`config.mk`:
```
export PLATFORM = sky130hd
export DESIGN_NAME = framed_word_tx
export DESIGN_NICKNAME = d
export VERILOG_FILES = /design/src/rtl/framed_word_tx.sv
export SDC_FILE = /design/constraint.sdc
export NUM_CORES = 1
export LEC_CHECK = 0
export BUFFER_PORTS_ARGS = -buffer_cell sky130_fd_sc_hd__buf_2
export CORE_MARGIN = 2
export CORE_UTILIZATION = 59
export DETAILED_ROUTE_END_ITERATION = 6
export PLACE_DENSITY = 0.82
export SYNTH_ARGS = -nofsm -noshare
export SYNTH_HDL_FRONTEND = slang
export SYNTH_SLANG_ARGS = --single-unit
```
`constraint.sdc`:
```
create_clock -name clk -period 4.61 [get_ports clk]
set_input_delay 0.6915 -clock clk [delete_from_list [all_inputs] [get_ports clk]]
set_output_delay 0.6915 -clock clk [all_outputs]
set_load 0.05 [all_outputs]
```
`src/rtl/framed_word_tx.sv`:
```
module framed_word_tx #(
  parameter int WORD_W = 16
) (
  input  logic              clk,
  input  logic              rst_n,
  input  logic [WORD_W-1:0] word_i,
  input  logic              load_i,
  input  logic              frame_sel_i,
  input  logic              phase_sel_i,
  input  logic              oe_i,
  input  logic              side_i,
  output logic              bclk_o,
  output logic              sdata_o,
  output logic              sdata_oe_o,
  output logic              fsync_o
);
  localparam int FRAME_CLKS = 4 * WORD_W;
  localparam int CNT_W = $clog2(FRAME_CLKS);
  localparam logic [CNT_W-1:0] LAST = CNT_W'(FRAME_CLKS - 1);
  localparam logic [CNT_W-1:0] HALF = CNT_W'(2 * WORD_W);
  localparam logic [CNT_W-1:0] ONE_BIT = CNT_W'(2);

  logic [CNT_W-1:0]  cnt;
  logic              run;
  logic [WORD_W-1:0] hold;
  logic [WORD_W-1:0] shreg;
  logic              boundary;
  logic              in_data;

  assign boundary = !run || (cnt == LAST);
  assign in_data  = cnt < HALF;

  always_ff @(posedge clk) begin
    if (!rst_n) begin
      cnt   <= '0;
      run   <= 1'b0;
      hold  <= '0;
      shreg <= '0;
    end else begin
      run <= 1'b1;
      if (load_i) hold <= word_i;
      if (boundary) begin
        cnt   <= '0;
        shreg <= load_i ? word_i : hold;
      end else begin
        cnt <= cnt + 1'b1;
        if (cnt[0]) shreg <= {shreg[WORD_W-2:0], 1'b0};
      end
    end
  end

  assign bclk_o     = run & (cnt[0] ^ ~(frame_sel_i ^ phase_sel_i));
  assign sdata_o    = run & in_data & shreg[WORD_W-1];
  assign sdata_oe_o = (oe_i == side_i);
  assign fsync_o    = frame_sel_i ? (!run || !in_data) : (run && cnt < ONE_BIT);

  AST_BCLK_TOGGLE: assert property (@(posedge clk) disable iff (!rst_n)
    run && $past(run) && $stable(frame_sel_i) && $stable(phase_sel_i) |-> bclk_o != $past(bclk_o));
  AST_DATA_HOLD: assert property (@(posedge clk) disable iff (!rst_n)
    run && $past(run) && cnt[0] |-> $stable(sdata_o));
  AST_TAIL_ZERO: assert property (@(posedge clk) disable iff (!rst_n)
    run && frame_sel_i && fsync_o |-> !sdata_o);
  AST_PULSE_HELD: assert property (@(posedge clk) disable iff (!rst_n)
    !frame_sel_i && $rose(fsync_o) |=> fsync_o);
  AST_PULSE_ENDS: assert property (@(posedge clk) disable iff (!rst_n)
    !frame_sel_i && $rose(fsync_o) |=> ##1 !fsync_o);
  AST_DRIVE_FOLLOWS: assert property (@(posedge clk) disable iff (!rst_n)
    !$stable(side_i) && $stable(oe_i) |-> sdata_oe_o != $past(sdata_oe_o));
endmodule

```
# Word-level counts from Yosys, hierarchy flattened
# Cells that the tools add are included.
# Widths: inputs -> output; s select.
[op_classes] add_sub_neg=1 order_cmp=2 n_eq_ne=2 n_mux=5 n_bitwise=7 n_reduce_logical=7
[ops] cell="$mux 16" count=3
[ops] cell="$add 6x1->6 const B" count=1
[ops] cell="$eq 6x6->1 const B" count=1
[ops] cell="$lt 6x2->1 const B" count=1
[ops] cell="$lt 6x6->1 const B" count=1
[ops] cell="$and 1x1->1" count=3
[ops] cell="$logic_not 1->1" count=2
[ops] cell="$logic_or 1x1->1" count=2
[ops] cell="$mux 1" count=2
[ops] cell="$not 1->1" count=2
[ops] cell="$reduce_bool 2->1" count=1
[ops] cell="$reduce_or 2->1" count=1
[ops] cell="$xor 1x1->1" count=2
[ops] cell="$eq 1x1->1" count=1
[ops] cell="$logic_and 1x1->1" count=1
[word_totals] register_bits=39 inputBits=23 word_cells=28

# Logic depth before layout (Yosys ltp)
[logic_depth] depth_word=4 depth_mapped=6 ltp_nobuf=5

# Worst setup path after synthesis
# No wires, ideal clock.
[synth_path] kind="input port to output port" from="input side_i" to="output sdata_oe_o" arrival_time_ps=1517 path_slack_ps=2401 cell_stages=1 cell_sequence="xnor2_1"
[synth_via] elab_chain_cells=1
[synth_rtl] element="from (decl)" line_no="11" rtl="input logic side_i,"
[synth_rtl] element="$eq 1x1->1" line_no="54" rtl="assign sdata_oe_o = (oe_i == side_i);"
[synth_rtl] element="to (decl)" line_no="14" rtl="output logic sdata_oe_o,"
# No other way between the ends.

# Final worst setup path
[layout_path] from="register cnt[0]" to="output bclk_o"
[layout_via] elab_chain_cells=2
[layout_rtl] element="from (decl)" line_no="23" rtl="logic [CNT_W-1:0] cnt;"
[layout_rtl] element="from (signal assigned)" line_no="46" rtl="cnt <= cnt + 1'b1;"
[layout_rtl] element="$xor 1x1->1" line_no="52" rtl="assign bclk_o = run & (cnt[0] ^ ~(frame_sel_i ^ phase_sel_i));"
[layout_rtl] element="$and 1x1->1" line_no="52"
[layout_rtl] element="to (decl)" line_no="12" rtl="output logic bclk_o,"
# No other way between the ends.

==> flow_summary.ini <==
[placed_design]
dp_hpwl_mm = 1.918
dp_cells = 189
place_area_um2 = 1749
routabilityCongestion = 0.7794
io_buffers = 26

[floorplanning]
initial_core_util = 0.6102
die_w_um = 56.71
num_rows = 19
ios = 27
dieArea_um2 = 3215
chipHeight_um = 56.71
fp.coreArea_um2 = 2686

[sta]
finClkSkew_ns = 0.01233
hold_violations = 0
slew_viol_final = 0
setup_violations = 0
setup_tns_ns = 0
fin_crit_sh = 0.5613
relSlewSlack = 0.5019
min_period_ns = 2.587
rsz0062_at_grt = false
fmaxAchievable_mhz = 386.5
tightest_slew_ns = 0.7461

[setup_path]
arrival_ns = 1.90
slowest_stage = dfxtp_1
r2r_start = cnt[0]$_SDFF_PP0_
crit_required_ns = 3.92
endpoint = bclk_o
critical_path.max_fanout = 20
cp.depth = 4
crit_start = cnt[0]$_SDFF_PP0_
critPathCaptureType = primary output
reg2reg_slack_ns = 2.23
r2r_end = shreg[0]$_SDFFE_PN0P_
critPathKind = reg -> out
max_stage_delay_ns = 0.82
crit_chain = xor2_1 -> xnor2_1 -> and2_1 -> buf_2
path_delay_family = flip-flops
crit_buf_inv = 1
r2r_cells = 5
start_kind = flip-flop

[clock_tree]
cts_setup_buffers = 0
clock_latency_ns = 0.35
numClockSinks = 39
clk_pin_slew_ns = 0.11
cts_hold_buf = 0
cts_htree_levels = 2
post_cts_resized = 0
clk_path_buf_depth = 2
cts_buffers = 5
cts_tree = done
cts-root-buf = clkbuf_4

[global_routing]
grt_pass1_wl_mm = 5.023
grt.total_usage = 0.2046
grt_pass1_vias = 1106
grt_max_degree = 21
grt_overflow = 0
antenna_found_initial = 0

[synthesis]
muxShareOfSynthArea = 0.1046
synth-simple-area-share = 0.1237
synth_fa_ha_area_frac = 0.007634
synth_top_family_by_area = compound AO/OA/AOI/OAI gates
synth_compound_area_frac = 0.2122
netlist-cell-type-count = 27
synth.yosys.warnings = 0
syn-cell-area_um2 = 1639
synth_commonest_cells = dfxtp_1 (39), mux2i_1 (16), nor2b_1 (16)
syn_area_per_cell_um2 = 11.71
yosys-top-cells-area = dfxtp_1 (48%), mux2i_1 (9.8%), a221o_1 (9.2%)
synth.most_common_cell = dfxtp_1
synth_nets = 164
netlist_instances = 140
synth_seq_area_share = 0.4763
synth.ff_latch_count = 39
synth_ff_type = dfxtp_1
yosysTopAreaCell = dfxtp_1
synth_edf_count = 0
async_flop_share = 0
synth_xor_area_frac = 0.03740
synth_top_area_frac = 0.4763

[pwr]
peakVddDrop_uv = 287.1
p_sw_mw = 0.1596
p_int_mw = 0.4768
p_leak_nw = 0.9565
power_frac_comb = 0.114
swShare = 0.2508
power_mw = 0.6364
power_frac_clock = 0.312
power_frac_seq = 0.574
cellPowerDensity_nw_per_um2 = 350.0

[final_layout]
n_antenna_cell = 0
multiInputGateArea_um2 = 795.8
num-nets-final = 189
drive_gt1_frac = 0.2289
fin_area_um2 = 1818
syn_to_final_growth_pct = 10.92
layoutNonFillerInstCount = 197
nFillCells = 218
final-seq-area_um2 = 780.7

[job]
cap_violations = 0

[worst_hold_path]
hold_path.class = reg -> reg
hold_depth = 1

[routing]
wirelength_mm = 2.877
wl_per_cell_um = 14.60
vias = 1111
first_pass_iters = 4
drc_errors = 0
vias_per_cell = 5.640
antenna_left = 0
drt_iter0_drc = 19

[status]
status = finished, final reports clean
-- layout make-up --
| cell class | instances | area share |
|---|---|---|
| Sequential cell | 39 | 0.4295 |
| Clock buffer | 8 | 0.03785 |
| Multi-Input combinational cell | 92 | 0.4377 |
| Inverter | 1 | 0.002065 |
| Tap cell | 31 | 0.02134 |
| Timing Repair Buffer | 26 | 0.07158 |
-- per-stage QoR --
| step | setup slack, ns | utilization | hold slack [ns] |
|---|---|---|---|
| after floorplan | 2.401 | - | 0.4559 |
| after global placement | 2.345 | 0.6511 | 0.4707 |
| after detailed placement | 2.251 | 0.6511 | 0.4753 |
| after CTS | 1.989 | 0.6768 | 0.5033 |
| after global routing | 1.886 | 0.6768 | 0.5136 |
| final | 2.023 | 0.6768 | 0.5016 |
-- power by group through the flow --
stage,clock [mW],combinational [mW],sequential [mW]
floorplan,0,0.0588,0.368
global placement,0,0.0701,0.372
detailed placement,0,0.0730,0.373
CTS,0.202,0.0731,0.365
global route,0.215,0.0802,0.367
finish,0.199,0.0724,0.365
-- metal layers --
metal	up-vias	wire, um	GRT usage	share of wire
li1	574	-	-	-
met1	513	1357	0.2595	0.47
met2	22	1366	0.3073	0.47
met3	2	130	0.07143	0.045
met4	0	23	0.1020	0.0080
met5	-	0	0	0
-- cells by family (layout without fill, tap and decap cells) --
group           count (synthesis)  after routing
simple gates                   34             34
compound gates                 33             33
mux                            17             17
buf+inv                         9             35
xor+xnor                        7              7
fa+ha+maj                       1              1
flops                          39             39
-- worst min path at each step --
stage	slack (ns)	endpoint	startpoint
after detailed placement	0.48	shreg[7]$_SDFFE_PN0P_	shreg[7]$_SDFFE_PN0P_
after floorplan	0.46	shreg[15]$_SDFFE_PN0P_	shreg[15]$_SDFFE_PN0P_
after global placement	0.47	shreg[2]$_SDFFE_PN0P_	shreg[2]$_SDFFE_PN0P_
after CTS	0.50	shreg[11]$_SDFFE_PN0P_	shreg[11]$_SDFFE_PN0P_
after global routing	0.51	shreg[9]$_SDFFE_PN0P_	shreg[9]$_SDFFE_PN0P_
final	0.50	shreg[11]$_SDFFE_PN0P_	shreg[11]$_SDFFE_PN0P_
-- sequential cells by signal, summed over array words and instances (netlist names) --
name,flops
hold,16
shreg,16
run,1
cnt,6
-- worst reg2reg max path, delay by kind of cell, from the launching register on --
family,cells,cell delay (ns)
and+or+nand+nor,3,0.75
muxes,1,0.40
DFF,1,0.82
adders and majority gates,1,0.31
-- cell usage in the layout, fill, tap and decap left out --
| master | Yosys | layout |
|---|---|---|
| nor3_1 | 2 | 2 |
| ha_1 | 1 | 1 |
| buf_2 | 2 | 26 |
| and3b_1 | 1 | 1 |
| and3_4 | 1 | 1 |
| a31oi_4 | 1 | 1 |
| a31o_4 | 1 | 1 |
| mux2_2 | 1 | 1 |
| a221o_1 | 15 | 15 |
| and2_1 | 2 | 2 |
| nor2_4 | 1 | 1 |
| a22o_1 | 1 | 1 |
| xor2_1 | 2 | 2 |
| clkbuf_1 | 2 | 1 |
| xnor2_1 | 5 | 5 |
| nand3_1 | 2 | 2 |
| dfxtp_1 | 39 | 39 |
| nand2_1 | 2 | 2 |
| clkbuf_8 | 0 | 2 |
| o211a_1 | 15 | 15 |
| nor2b_1 | 16 | 16 |
| nand2b_1 | 1 | 1 |
| nor2_1 | 5 | 5 |
| clkbuf_4 | 0 | 5 |
| mux2i_1 | 16 | 16 |
| and3_1 | 1 | 1 |
| inv_1 | 1 | 1 |
Power figures use the tool's default switching activity.
